[src/rtl/lcdc_pkg.sv]
package lcdc_pkg;

   localparam int unsigned WOFF_MASK  = 6;
   localparam int unsigned WOFF_CTRL  = 7;
   localparam int unsigned WOFF_RAW   = 8;
   localparam int unsigned WOFF_MIS   = 9;
   localparam int unsigned WOFF_CLR   = 10;
   localparam int unsigned WOFF_UPCUR = 11;
   localparam int unsigned WOFF_LOCUR = 12;
   localparam int unsigned N_TIMING   = 4;

   typedef struct packed {
      logic [N_TIMING-1:0] tim;
      logic upb;
      logic lob;
      logic msk;
      logic ctl;
      logic raw;
      logic mis;
      logic clr;
      logic upc;
      logic loc;
      logic idw;
      logic pal;
   } lcdc_sel_t;

   function automatic logic [7:0] lcdc_id_byte(input logic [2:0] idx);
      logic [7:0] b;
      case (idx)
         3'd0: b = 8'h10;
         3'd1: b = 8'h11;
         3'd2: b = 8'h04;
         3'd3: b = 8'h00;
         3'd4: b = 8'h0D;
         3'd5: b = 8'hF0;
         3'd6: b = 8'h05;
         default: b = 8'hB1;
      endcase
      return b;
   endfunction

endpackage

[src/rtl/lcdc_addr_dec.sv]
module lcdc_addr_dec
   import lcdc_pkg::*;
#(
   parameter int unsigned WA_W = 10
) (
   input  logic [WA_W-1:0] word,
   input  logic            variant,
   output lcdc_sel_t       sel
);
   localparam int unsigned PAL_HI = WA_W - 3;

   if (WA_W != 10) begin : g_bad_width
      $error("lcdc_addr_dec: word address must be 10 bits");
   end

   logic low_page;
   assign low_page = (word[WA_W-1:4] == '0);

   always_comb begin
      sel = '0;
      if (low_page) begin
         for (int i = 0; i < N_TIMING; i++)
            sel.tim[i] = (word[3:0] == 4'(i));
         sel.upb = (word[3:0] == 4'd4);
         sel.lob = (word[3:0] == 4'd5);
         if (variant) begin
            sel.ctl = (word[3:0] == 4'(WOFF_MASK));
            sel.msk = (word[3:0] == 4'(WOFF_CTRL));
         end else begin
            sel.msk = (word[3:0] == 4'(WOFF_MASK));
            sel.ctl = (word[3:0] == 4'(WOFF_CTRL));
         end
         sel.raw = (word[3:0] == 4'(WOFF_RAW));
         sel.mis = (word[3:0] == 4'(WOFF_MIS));
         sel.clr = (word[3:0] == 4'(WOFF_CLR));
         sel.upc = (word[3:0] == 4'(WOFF_UPCUR));
         sel.loc = (word[3:0] == 4'(WOFF_LOCUR));
      end
      sel.idw = (word[WA_W-1:3] == '1);
      sel.pal = (word[WA_W-1:PAL_HI] == 3'b001);
   end

endmodule

[src/rtl/lcdc_irq_bank.sv]
module lcdc_irq_bank #(
   parameter int unsigned IRQ_W = 5
) (
   input  logic             clk,
   input  logic             rst_n,
   input  logic [IRQ_W-1:0] ev,
   input  logic             mask_we,
   input  logic             clr_we,
   input  logic [IRQ_W-1:0] wbits,
   output logic [IRQ_W-1:0] raw,
   output logic [IRQ_W-1:0] mask,
   output logic             irq
);
   if (IRQ_W < 1 || IRQ_W > 32) begin : g_bad_irq
      $error("lcdc_irq_bank: IRQ_W must be 1..32");
   end

   for (genvar b = 0; b < IRQ_W; b++) begin : g_bit
      always_ff @(posedge clk) begin
         if (!rst_n) begin
            raw[b]  <= 1'b0;
            mask[b] <= 1'b0;
         end else begin
            if (ev[b])
               raw[b] <= 1'b1;
            else if (clr_we && wbits[b])
               raw[b] <= 1'b0;
            if (mask_we)
               mask[b] <= wbits[b];
         end
      end
   end

   assign irq = |(raw & mask);

endmodule

[src/rtl/lcdc_geom.sv]
module lcdc_geom #(
   parameter int unsigned DIM_W = 11
) (
   input  logic [5:0]       t0_ppl,
   input  logic [9:0]       t1_lpp,
   input  logic [2:0]       ctl_bpp,
   input  logic [3:0]       ctl_hi,
   input  logic             ctl_en,
   output logic [DIM_W-1:0] width,
   output logic [DIM_W-1:0] height,
   output logic [2:0]       bpp,
   output logic             bgr,
   output logic             be_byte,
   output logic             be_pix,
   output logic             enable
);
   if (DIM_W < 11) begin : g_bad_dim
      $error("lcdc_geom: DIM_W must hold 1024");
   end

   logic [DIM_W-1:0] ppl_plus;
   assign ppl_plus = DIM_W'(t0_ppl) + DIM_W'(1);
   assign width    = ppl_plus << 4;
   assign height   = DIM_W'(t1_lpp) + DIM_W'(1);
   assign bpp      = ctl_bpp;
   assign bgr      = ctl_hi[0];
   assign be_byte  = ctl_hi[1];
   assign be_pix   = ctl_hi[2];
   assign enable   = ctl_en & ctl_hi[3];

endmodule

[src/rtl/lcdc_regbank.sv]
module lcdc_regbank
   import lcdc_pkg::*;
#(
   parameter int unsigned ADDR_W = 12,
   parameter int unsigned DATA_W = 32,
   parameter int unsigned IRQ_W  = 5,
   parameter int unsigned CTRL_W = 16,
   parameter int unsigned DIM_W  = 11,
   parameter int unsigned PIDX_W = 7
) (
   input  logic              clk,
   input  logic              rst_n,
   input  logic              variant_i,
   input  logic              wr_en,
   input  logic              rd_en,
   input  logic [ADDR_W-1:0] addr,
   input  logic [DATA_W-1:0] wdata,
   output logic [DATA_W-1:0] rdata,
   input  logic [IRQ_W-1:0]  irq_event,
   output logic              irq_o,
   output logic              invalidate_o,
   output logic              pal_wr_o,
   output logic [PIDX_W-1:0] pal_idx_o,
   input  logic [DATA_W-1:0] pal_rdata_i,
   output logic [DIM_W-1:0]  pan_width_o,
   output logic [DIM_W-1:0]  pan_height_o,
   output logic [2:0]        bpp_mode_o,
   output logic              bgr_o,
   output logic              be_byte_o,
   output logic              be_pix_o,
   output logic              disp_en_o,
   output logic [DATA_W-1:0] up_base_o,
   output logic [DATA_W-1:0] lo_base_o
);
   localparam int unsigned WA_W = ADDR_W - 2;

   if (ADDR_W != 12) begin : g_bad_addr
      $error("lcdc_regbank: ADDR_W must be 12");
   end
   if (DATA_W != 32) begin : g_bad_data
      $error("lcdc_regbank: DATA_W must be 32");
   end
   if (CTRL_W < 12 || CTRL_W > DATA_W) begin : g_bad_ctrl
      $error("lcdc_regbank: CTRL_W out of range");
   end
   if (PIDX_W != WA_W - 3) begin : g_bad_pidx
      $error("lcdc_regbank: PIDX_W must match the palette window");
   end

   logic [WA_W-1:0]   word;
   logic [1:0]        unused_byte_lane;
   lcdc_sel_t         sel;
   logic [DATA_W-1:0] timing_q [N_TIMING];
   logic [DATA_W-1:0] up_q, lo_q;
   logic [CTRL_W-1:0] ctrl_q;
   logic [IRQ_W-1:0]  irq_raw, irq_mask;
   logic              wr_hit;
   logic              inv_q;
   logic [DATA_W-1:0] rd_val;
   logic [DATA_W-1:0] rdata_q;

   assign word             = addr[ADDR_W-1:2];
   assign unused_byte_lane = addr[1:0];

   lcdc_addr_dec #(.WA_W(WA_W)) u_dec (
      .word    (word),
      .variant (variant_i),
      .sel     (sel)
   );

   for (genvar t = 0; t < N_TIMING; t++) begin : g_tim
      always_ff @(posedge clk) begin
         if (!rst_n)
            timing_q[t] <= '0;
         else if (wr_en && sel.tim[t])
            timing_q[t] <= wdata;
      end
   end

   always_ff @(posedge clk) begin
      if (!rst_n) begin
         up_q   <= '0;
         lo_q   <= '0;
         ctrl_q <= '0;
      end else if (wr_en) begin
         if (sel.upb) up_q   <= wdata;
         if (sel.lob) lo_q   <= wdata;
         if (sel.ctl) ctrl_q <= wdata[CTRL_W-1:0];
      end
   end

   lcdc_irq_bank #(.IRQ_W(IRQ_W)) u_irq (
      .clk     (clk),
      .rst_n   (rst_n),
      .ev      (irq_event),
      .mask_we (wr_en && sel.msk),
      .clr_we  (wr_en && sel.clr),
      .wbits   (wdata[IRQ_W-1:0]),
      .raw     (irq_raw),
      .mask    (irq_mask),
      .irq     (irq_o)
   );

   lcdc_geom #(.DIM_W(DIM_W)) u_geom (
      .t0_ppl  (timing_q[0][7:2]),
      .t1_lpp  (timing_q[1][9:0]),
      .ctl_bpp (ctrl_q[3:1]),
      .ctl_hi  (ctrl_q[11:8]),
      .ctl_en  (ctrl_q[0]),
      .width   (pan_width_o),
      .height  (pan_height_o),
      .bpp     (bpp_mode_o),
      .bgr     (bgr_o),
      .be_byte (be_byte_o),
      .be_pix  (be_pix_o),
      .enable  (disp_en_o)
   );

   assign wr_hit = wr_en && ((|sel.tim) || sel.upb || sel.lob || sel.msk ||
                             sel.ctl || sel.clr || sel.pal);

   always_ff @(posedge clk) begin
      if (!rst_n) inv_q <= 1'b0;
      else        inv_q <= wr_hit;
   end
   assign invalidate_o = inv_q;

   assign pal_wr_o  = wr_en && sel.pal;
   assign pal_idx_o = word[PIDX_W-1:0];

   always_comb begin
      rd_val = '0;
      for (int i = 0; i < N_TIMING; i++)
         if (sel.tim[i]) rd_val = timing_q[i];
      if (sel.upb || sel.upc) rd_val = up_q;
      if (sel.lob || sel.loc) rd_val = lo_q;
      if (sel.ctl)            rd_val = DATA_W'(ctrl_q);
      if (sel.msk)            rd_val = DATA_W'(irq_mask);
      if (sel.raw)            rd_val = DATA_W'(irq_raw);
      if (sel.mis)            rd_val = DATA_W'(irq_raw & irq_mask);
      if (sel.idw)            rd_val = DATA_W'(lcdc_id_byte(word[2:0]));
      if (sel.pal)            rd_val = pal_rdata_i;
   end

   always_ff @(posedge clk) begin
      if (!rst_n)     rdata_q <= '0;
      else if (rd_en) rdata_q <= rd_val;
   end
   assign rdata = rdata_q;

   assign up_base_o = up_q;
   assign lo_base_o = lo_q;

endmodule

[config.mk]
export PLATFORM = sky130hd
export DESIGN_NAME = lcdc_regbank
export DESIGN_NICKNAME = d
export VERILOG_FILES = /design/src/rtl/lcdc_pkg.sv /design/src/rtl/lcdc_addr_dec.sv /design/src/rtl/lcdc_irq_bank.sv /design/src/rtl/lcdc_geom.sv /design/src/rtl/lcdc_regbank.sv
export SDC_FILE = /design/constraint.sdc
export NUM_CORES = 1
export LEC_CHECK = 0
export BUFFER_PORTS_ARGS = -buffer_cell sky130_fd_sc_hd__buf_4
export CAP_MARGIN = 20
export CORE_MARGIN = 2
export CORE_UTILIZATION = 43
export DETAILED_ROUTE_END_ITERATION = 6
export GPL_TIMING_DRIVEN = 0
export PLACE_DENSITY = 0.73
export RECOVER_POWER = 50
export SYNTH_ARGS = -nofsm -noshare
export SYNTH_HDL_FRONTEND = slang
export SYNTH_SLANG_ARGS = --single-unit
[constraint.sdc]
create_clock -name clk -period 4.6 [get_ports clk]
set_input_delay 0.92 -clock clk [delete_from_list [all_inputs] [get_ports clk]]
set_output_delay 0.92 -clock clk [all_outputs]
set_load 0.03 [all_outputs]
==> results.md, run 1 <==
- Run status: completed
- Leakage power: 5.18 nW
- Fraction of layout cells with a size suffix above 1: 0.152
- R2R cell count: 4
- Placeable Area: 28,500 um^2
- Top FF cell, synth: edfxtp_1
- Filler Cell Count: 2,755
- Hold/Removal Path Class: reg2reg
- Grt total ovfl: 0
- Area of all sequential standard cells: 6310 um^2
- Sequential area share after synthesis: 0.509
- Root Buffer Master: clkbuf_16
- Worst Setup Slack, final: 396 ps
- Gate Count Post-Synth: 1,224
- Router iterations before antenna repair: 5
- FF-to-FF Start: timing_q[1][8]
- Pwr Total: 5.10 mW
- Top cells by count, synth: nand2_1, and2_1, edfxtp_1
- Bufs on Longest Clock Path: 3
- Die area: 30,200 um^2
- Worst path required time: 3680 ps
- Per-cell via count in the routed design: 5.95
- HPWL reported at the end of detailed placement: 34,000 um
- GRT met1 Usage: 0.392
- Most common cell in the netlist: nand2_1
- Count of routing violations after the opening detailed-route iteration: 1,413
- Unrepaired setup endpoints after global routing: false
- Reg2reg setup slack: 2870 ps
- Proportion of register bits with asynchronous set or reset after synthesis: 0
- Crit Path Category: in2out
- Yosys Warn Count: 0
- Final std cell area, no fill: 14,900 um^2
- Final #Nets: 1,559
- Maximum fanout count along the critical path: 10
- Wire length of the first global-routing pass: 68,300 um
- Total setup buffers inserted after CTS: 0
- Top cells by area, synth: edfxtp_1, dfxtp_1, and2_1
- RD Place Congestion: 0.991
- Cell total after placement: 1,826
- Clk_lat worst skew: 550 ps
- Via count of the first global-routing pass: 10,900
- Synth Cell Area: 12,400 um^2
- Layer carrying the most global-route usage: met2
- Setup Slack @ Placement: 375 ps
- Final routed wire length divided by cell count: 25.0 um
- Power per cell area: 342 nW/um^2
- Die boundary width: 174 um
- # resized after CTS: 0
- Met2 track utilization from global routing: 0.489
- Cts bufs inserted: 27
- Slew HR: 0.275
- Clock transition at path regs: 70 ps
- Ports: 221
- Worst-case hold path end point: ctrl_q[14]
- Top-area cell type share of the netlist area: 0.310
- CTS tree: done
- Total vias in the final route: 11,200
- Maximum vdd ir drop: 0.236 mV
- Number of nets still failing antenna checks after routing: 0
- Final standard cell count with taps included and fillers excluded: 1,876
- Final slew viol count: 0
- Total global-route track usage: 0.303
- # hold bufs at CTS: 0
- Footprint of the multi-input gates: 5430 um^2
- Largest net degree at the start of global routing: 26
- Post-Syn Area per Cell: 10.1 um^2
- Die boundary height: 174 um
- Deepest level of the CTS H-tree: 1
- Sinks on the clock net: 251
- Worst min-delay path startpoint: ctrl_q[14]
- Final Cycle Share: 0.914
- Count of unique library cells instantiated by Yosys: 81
- Std-Cell Rows: 62
- Cell area after placement: 14,600 um^2
- Leading area contributor after synthesis: edfxtp_1
- DR DRC count: 0
- Initial Utilization: 0.434
- Port Buffers: 211
- Total count of hold-check failures in the final report: 0
- Area added between synthesis and finish: 20.4%
- Final setup vio count: 0
- Type of destination of the critical path: output port
- Data arrival time of the critical path: 3280 ps
- Worst hold stages: 2
- Least-Margin Pin Slew: 1080 ps
- Reported max-cap violation count: 0
- Clock tree skew after final layout: 9.10 ps
- Fraction of met3 tracks used by global routing: 0.0658
- CP startpoint kind: input pin
- Number of enable flip-flop cells after synthesis: 128
- Fin crit period: 4200 ps
- Antenna violations before repair: 1
- Highest clock frequency the design can meet: 238 MHz
- RR Endpoint: rdata[8]
- Detailed-route wire length: 46,900 um
- #FFs+latches synth: 251
-- per-stage QoR --
| stage | hold slack (ps) | util | setup TNS, ps |
|---|---|---|---|
| after floorplan | 432 | - | -2340 |
| after global placement | 440 | 0.507 | -351580 |
| after detailed placement | 446 | 0.512 | 0 |
| after CTS | 455 | 0.540 | 0 |
| after global routing | 471 | 0.522 | 0 |
| final | 458 | 0.522 | 0 |
-- cells by family after synthesis --
group	synth area share
compound gates	0.186
xor+xnor	0.0113
fa+ha+maj	0.00202
buf+inv	0.0528
flops	0.509
mux	0.0414
other cells	0.000303
simple gates	0.197
-- registers in the layout, indices dropped and copies added, names as in the netlist --
signal / cells
rdata: 32
up_base_o: 32
u_irq.raw: 5
timing_q: 128
ctrl_q: 16
invalidate_o: 1
u_irq.mask: 5
lo_base_o: 32
-- critical path, stage by stage --
cell and delay (ps):
clkbuf_1 140, nor3b_2 550, clkbuf_1 640, clkbuf_1 610
and2_1 250, buf_4 170
-- placed cells by master (no fill, tap or decap), types with 5 or more instances in the layout --
cell type,Yosys,routed
and2_1,141,111
buf_6,10,10
mux4_2,16,16
nor2_1,24,28
edfxtp_1,128,128
o221ai_1,8,8
and3_1,7,7
o21a_1,5,5
nand4_1,4,5
o22ai_1,7,7
mux2i_1,13,13
a22oi_1,11,11
a41oi_1,7,7
o21ai_0,74,70
a221oi_1,14,14
inv_1,17,17
and2_0,4,34
dfxtp_1,123,123
a21o_1,10,10
clkbuf_1,30,170
xnor2_1,11,11
xor2_1,5,5
a21oi_1,28,28
clkbuf_16,0,27
o2111ai_1,5,5
nand2b_1,5,5
a21boi_0,25,65
a221o_1,9,9
nor2b_1,14,14
a31oi_1,7,7
nor3_1,5,8
clkinv_2,0,6
nand3_1,21,22
a21boi_1,81,41
buf_4,20,115
clkinv_1,0,6
o211ai_1,6,6
buf_2,43,24
nand2_1,216,216
-- layout make-up --
type / instances / area share
well taps: 384 / 0.0322
inverters: 17 / 0.00428
multi-input cells: 856 / 0.364
diodes: 1 / 0.000168
clock buffers: 33 / 0.0475
repair buffers: 215 / 0.0836
plain buffers: 103 / 0.0377
flip-flops and latches: 251 / 0.423
clock inverters: 16 / 0.00789
-- power breakdown --
group	total (mW)	switching (mW)	internal (mW)	leakage, nW
Combinational	0.567	0.369	0.199	2.57
Clock	2.08	0.925	1.15	0.403
Sequential	2.46	0.0356	2.42	2.21
-- how the worst max path moves through the flow --
| stage | cells after the start | slack, ps | endpoint | from |
|---|---|---|---|---|
| final | 6 | 400 | pal_wr_o | addr[9] |
| after global routing | 6 | 420 | pal_wr_o | addr[9] |
| after CTS | 6 | 550 | pal_wr_o | addr[11] |
| after detailed placement | 8 | 380 | timing_q[1][4] | addr[5] |
| after global placement | 7 | -2810 | timing_q[3][4] | addr[5] |
| after floorplan | 6 | -20 | timing_q[3][0] | addr[9] |
-- per-layer routing --
| metal | up-vias | wire length, um |
|---|---|---|
| li1 | 4861 | - |
| met1 | 5409 | 18000 |
| met2 | 750 | 21500 |
| met3 | 148 | 5000 |
| met4 | 0 | 2430 |
| met5 | - | 0 |
Power figures use the tool's default switching activity.
==> run 2: changes to the inputs <==
Settings changed: MAX_ROUTING_LAYER set to met4.
==> run 2 against run 1 <==
Combinational power is essentially flat; wire length grew 0.49%; via count shrank 0.50%; count of clock-buffer cells in the layout shrank 4; critical endpoint unchanged; core utilization grew 0.71 points; sequential power is essentially flat; highest routed layer unchanged; critical path depth is the same.
==> results.md, run 2 (same netlist as run 1, synthesis figures left out) <==
- Clock tree skew after final layout: 21.7 ps (+12.6 ps)
- Largest net degree at the start of global routing: 21 (-19%)
- Number of nets still failing antenna checks after routing: 0 (unchanged)
- Clock transition at path regs: 60 ps (about the same)
- Fraction of layout cells with a size suffix above 1: 0.158 (+0.00660)
- Final setup vio count: 0 (unchanged)
- Power per cell area: 365 nW/um^2 (+6.7%)
- Ant diodes: 0 (-1)
- Highest clock frequency the design can meet: 242 MHz (+1.5%)
- Top delay family on crit path: buffers and inverters
- Worst-case hold path end point: ctrl_q[13]
- DR DRC count: 0 (unchanged)
- Worst path required time: 3680 ps (about the same)
- Reported max-cap violation count: 0 (unchanged)
- RD Place Congestion: 1.01 (+1.9%)
- Sinks on the clock net: 251 (unchanged)
- Part of the power in registers: 0.445 (-0.036)
- Max stage delay on crit path: 630 ps (about the same)
- Maximum vdd ir drop: 0.309 mV (+31%)
- Initial Utilization: 0.434 (unchanged)
- Antenna violations before repair: 0 (-1)
- Reg2reg setup slack: 2700 ps (-170 ps)
- Cell-by-cell listing of the critical path: clkbuf_1 -> nor3b_2 -> clkbuf_1 -> clkbuf_1 -> and2_1 -> buf_4
- Filler Cell Count: 2,733 (-0.80%)
- Worst min-delay path startpoint: ctrl_q[13]
- Placeable Area: 28,500 um^2 (unchanged)
- Clk_lat worst skew: 560 ps (about the same)
- Cell type with the highest occurrence count on the critical path: clkbuf_1
- Cts bufs inserted: 27 (unchanged)
- CTS tree: done
- FF-to-FF Start: timing_q[0][4]
- Crit Path Category: in2out
- Slowest cell on the critical path: clkbuf_1
- Internal Pwr Total: 4.16 mW (+10%)
- Bufs on Longest Clock Path: 3 (unchanged)
- Combinational cell fraction of total power: 0.103 (-0.008)
- CP startpoint kind: input pin
- Final routed wire length divided by cell count: 25.1 um (+0.49%)
- Count of routing violations after the opening detailed-route iteration: 1,364 (-3.5%)
- Per-cell via count in the routed design: 5.92 (-0.50%)
- # resized after CTS: 0 (unchanged)
- Slew HR: 0.302 (+0.0277)
- Unrepaired setup endpoints after global routing: false
- Most common cell after layout, fill and taps aside: nand2_1
- Run status: completed
- Die area: 30,200 um^2 (unchanged)
- Detailed-route wire length: 47,100 um (+0.49%)
- Share of power burned in the clock network: 0.452 (+0.045)
- Flip-flop count of the largest register, all copies and words added: 128 (unchanged)
- # hold bufs at CTS: 0 (unchanged)
- Total global-route track usage: 0.312 (+0.00817)
- Data arrival time of the critical path: 3220 ps (-60 ps)
- Ports: 221 (unchanged)
- Total count of hold-check failures in the final report: 0 (unchanged)
- HPWL reported at the end of detailed placement: 33,700 um (-0.75%)
- Setup Slack @ Placement: 288 ps (-87.4 ps)
- Die boundary width: 174 um (unchanged)
- Worst Setup Slack, final: 460 ps (+64.1 ps)
- Sw Pwr: 1.35 mW (+1.8%)
- R2R cell count: 3 (-1)
- Commonest cells after routing, fill and taps aside: nand2_1, clkbuf_1, edfxtp_1
- Area added between synthesis and finish: 22.0%
- Router iterations before antenna repair: 6 (+1)
- Least-Margin Pin Slew: 1040 ps (-41.2 ps)
- Switching share of total power: 0.245 (-0.0152)
- Root Buffer Master: clkbuf_16
- Worst hold stages: 2 (unchanged)
- Total setup buffers inserted after CTS: 0 (unchanged)
- Via count of the first global-routing pass: 10,800 (-1.4%)
- Port Buffers: 211 (unchanged)
- Type of destination of the critical path: output port
- Final #Nets: 1,559 (unchanged)
- Fin crit period: 4140 ps (-64.1 ps)
- Total vias in the final route: 11,100 (-0.50%)
- Maximum fanout count along the critical path: 10 (unchanged)
- Die boundary height: 174 um (unchanged)
- Register ranked first by flip-flop count: timing_q
- Grt total ovfl: 0 (unchanged)
- Final Cycle Share: 0.900 (-0.0139)
- RR Endpoint: rdata[4]
- Hold/Removal Path Class: reg2reg
- Final slew viol count: 0 (unchanged)
- Leakage power: 5.29 nW (+2.1%)
- Std-Cell Rows: 62 (unchanged)
- Final core utilization: 0.530 (+0.00710)
- Buf+Inv Stages, Crit Path: 4 (unchanged)
- Wire length of the first global-routing pass: 68,000 um (-0.53%)
- Deepest level of the CTS H-tree: 1 (unchanged)
## run 2: cell types whose count changed in the layout (fill, tap and decap cells not counted), sizes merged
cell,before,now
bufinv,1,8
diode,1,0
buf,153,155
clkinv,12,9
clkinvlp,2,3
clkbuf,198,192
## run 2: cell type report
class / count / area (um^2) / area share
flip-flops and latches: 251 / 6310 / 0.417
multi-input cells: 856 / 5430 / 0.359
repair buffers: 215 / 1250 / 0.0830
clock buffers: 29 / 693 / 0.0458
plain buffers: 103 / 568 / 0.0376
well taps: 384 / 480 / 0.0318
clock inverters: 21 / 325 / 0.0215
inverters: 17 / 63.8 / 0.00422
## run 2: worst register-to-register path: stages (launching register included)
cell and delay (ps):
edfxtp_1 470, mux4_2 540, a221oi_1 570, o21ai_0 180
## run 2: worst max-delay path by stage
stage / slack [ps] / depth (start not counted) / endpoint / start
final: 460 / 6 / pal_wr_o / addr[9]
after global routing: 410 / 6 / pal_wr_o / addr[9]
after CTS: 580 / 6 / pal_wr_o / addr[11]
after detailed placement: 290 / 8 / timing_q[2][25] / addr[5]
after global placement: -2980 / 7 / timing_q[2][25] / addr[5]
after floorplan: -20 / 6 / timing_q[3][0] / addr[9]
## run 2: metal layers
metal	GRT usage	vias to the layer above	wire length (um)
li1	-	4872	-
met1	0.393	5321	18200
met2	0.488	740	21300
met3	0.0583	179	5010
met4	0.144	0	2620
met5	-	-	0
## run 2: metrics by stage
| step | hold slack [ps] | std cells | power [mW] | cell area, um^2 | setup TNS (ps) |
|---|---|---|---|---|---|
| final | 458 | 1876 | 5.52 | 15100 | 0 |
| after global routing | 474 | 1876 | 5.63 | 15100 | 0 |
| after CTS | 458 | 1876 | 5.54 | 15600 | 0 |
| after detailed placement | 447 | 1826 | 3.08 | 14600 | 0 |
| after global placement | 441 | 1822 | 3.06 | 14500 | -367730 |
| after floorplan | 432 | 1227 | 2.80 | 12400 | -2340 |
## run 2: power groups by stage
stage | registers, mW | logic [mW] | clock network [mW]
floorplan | 2.52 | 0.276 | 0
global placement | 2.51 | 0.554 | 0
detailed placement | 2.50 | 0.574 | 0
CTS | 2.46 | 0.577 | 2.50
global route | 2.46 | 0.591 | 2.58
finish | 2.46 | 0.568 | 2.49
==> run 3: changes to the inputs <==
Settings changed: BUFFER_PORTS_ARGS -buffer_cell sky130_fd_sc_hd__buf_4 to -buffer_cell sky130_fd_sc_hd__buf_2.
==> run 3 against run 2 <==
Critical path depth is the same; sequential share of layout area rose by 1.2 points; die area unchanged; core utilization down 1.5 points; worst setup slack got worse by 100 ps; count of clock-buffer cells in the layout rose by 12; clock skew up 3.8 ps; combinational power is 4.8% lower; cell area decreased by 2.8%; critical path type unchanged; critical endpoint unchanged.
==> results.md, run 3 (same netlist as run 1, synthesis figures left out) <==
- Cell-by-cell listing of the critical path: clkbuf_1 -> nor3b_2 -> clkbuf_1 -> clkbuf_1 -> and2_1 -> buf_2
- Worst setup path startpoint: addr[9]
- Maximum vdd ir drop: 0.272 mV (-12%)
- Cell type with the highest occurrence count on the critical path: clkbuf_1
- HPWL reported at the end of detailed placement: 33,800 um (+0.31%)
- Highest clock frequency the design can meet: 236 MHz (-2.4%)
- Hold/Removal Path Class: reg2reg
- Final setup vio count: 0 (unchanged)
- Root Buffer Master: clkbuf_16
- Cell total after placement: 1,826 (unchanged)
- Final Cycle Share: 0.922 (+0.0222)
- Unrepaired setup endpoints after global routing: false
- Grt total ovfl: 0 (unchanged)
- Clk_lat worst skew: 570 ps (about the same)
- Die area: 30,200 um^2 (unchanged)
- Wire length of the first global-routing pass: 68,500 um (+0.77%)
- Least-Margin Pin Slew: 1170 ps (+127 ps)
- Port Buffers: 211 (unchanged)
- Worst hold slack: 456 ps (-1.26 ps)
- Std-Cell Rows: 62 (unchanged)
- Type of destination of the critical path: output port
- Buf+Inv Stages, Crit Path: 4 (unchanged)
- Clock tree skew after final layout: 25.5 ps (+3.79 ps)
- Leakage power: 5.11 nW (-3.5%)
- Cts bufs inserted: 27 (unchanged)
- Count of routing violations after the opening detailed-route iteration: 1,229 (-9.9%)
- Detailed-route wire length: 47,000 um (-0.24%)
- Largest net degree at the start of global routing: 25 (+19%)
- Slowest cell on the critical path: clkbuf_1
- Final routed wire length divided by cell count: 25.1 um (-0.24%)
- RD Place Congestion: 0.981 (-2.8%)
- Filler Cell Count: 2,722 (-0.40%)
- Final #Nets: 1,559 (unchanged)
- DR DRC count: 0 (unchanged)
- Worst path required time: 3680 ps (about the same)
- Final standard cell count with taps included and fillers excluded: 1,876 (unchanged)
- Total global-route track usage: 0.313 (+0.00150)
- Top delay family on crit path: buffers and inverters
- Power per cell area: 349 nW/um^2 (-4.4%)
- Max stage delay on crit path: 660 ps (+30 ps)
- Number of nets still failing antenna checks after routing: 0 (unchanged)
- Antenna violations before repair: 0 (unchanged)
- Ant diodes: 0 (unchanged)
- Placeable Area: 28,500 um^2 (unchanged)
- CTS tree: done
- Total vias in the final route: 11,100 (-0.44%)
- Total setup buffers inserted after CTS: 0 (unchanged)
- Initial Utilization: 0.434 (unchanged)
- Most common cell after layout, fill and taps aside: nand2_1
- FF-to-FF Start: timing_q[1][8]
- Die boundary height: 174 um (unchanged)
- Ports: 221 (unchanged)
- Sinks on the clock net: 251 (unchanged)
- Clock transition at path regs: 60 ps (about the same)
- Router iterations before antenna repair: 6 (unchanged)
- CP startpoint kind: input pin
- # resized after CTS: 0 (unchanged)
- Slew HR: 0.217 (-0.0853)
- Total count of hold-check failures in the final report: 0 (unchanged)
- Worst min-delay path startpoint: ctrl_q[12]
- Area added between synthesis and finish: 18.6%
- Crit Path Category: in2out
- Fin crit period: 4240 ps (+102 ps)
- Deepest level of the CTS H-tree: 1 (unchanged)
- Data arrival time of the critical path: 3320 ps (+100 ps)
- Per-cell via count in the routed design: 5.90 (-0.44%)
- Maximum fanout count along the critical path: 10 (unchanged)
- Commonest cells after routing, fill and taps aside: nand2_1, clkbuf_1, edfxtp_1
- Register ranked first by flip-flop count: timing_q
- Reported max-cap violation count: 0 (unchanged)
- Setup_tns: 0 ps (unchanged)
- Run status: completed
- Via count of the first global-routing pass: 10,600 (-1.9%)
- Bufs on Longest Clock Path: 3 (unchanged)
- # hold bufs at CTS: 0 (unchanged)
- Fraction of layout cells with a size suffix above 1: 0.151 (-0.00670)
- Die boundary width: 174 um (unchanged)
- Final slew viol count: 0 (unchanged)
- Flip-flop count of the largest register, all copies and words added: 128 (unchanged)
[run 3: cell count changes in the layout (fill, tap and decap cells not counted), sizes merged]
cell,change
clkbuf,+11
bufinv,-7
clkinv,-3
clkinvlp,-2
buf,+1
[run 3: area by class of cell]
class                      count  area [um^2]  area share
tap                          384          480      0.0327
buffer                       103          567      0.0386
multi-input combinational    856         5430       0.369
clock buffer                  41          758      0.0516
sequential                   251         6310       0.429
timing repair buffer         215         1010      0.0686
inverter                      17         63.8     0.00434
clock inverter                 9         82.6     0.00562
[run 3: per-layer routing]
metal  share of wire  track usage  vias to the layer above
met3            0.10       0.0539                      137
li1                -            -                     4869
met4           0.049        0.131                        0
met1            0.40        0.410                     5345
met2            0.45        0.481                      712
met5               0            -                        -
[run 3: worst reg2reg max path, stage by stage, from the launching register on]
cell,delay (ps)
edfxtp_1,460
mux4_2,490
a22oi_1,260
nand2_1,170
a22o_1,260
[run 3: stage by stage]
stage                     setup WS [ps]  total power, mW  cell area (um^2)   util
after global placement            -2890             3.03             13900  0.488
after global routing                373             5.24             14700  0.515
after CTS                           549             5.12             14900  0.523
after detailed placement            330             3.04             14100  0.493
after floorplan                   -21.4             2.80             12400      -
final                               358             5.13             14700  0.515
[run 3: worst paths after layout]
kind	cells past startpoint	slack (ps)	end
max	6	360	pal_wr_o
min	2	460	ctrl_q[12]
min reg2reg	2	460	ctrl_q[12]
max reg2reg	4	2850	rdata[8]
[run 3: where the power goes]
part           switching, mW  total (mW)  leakage (nW)  internal, mW
Sequential            0.0358        2.46          2.21          2.42
Clock                  0.936        2.13         0.405          1.19
Combinational          0.367       0.541          2.49         0.174
Total                   1.34        5.13          5.11          3.79
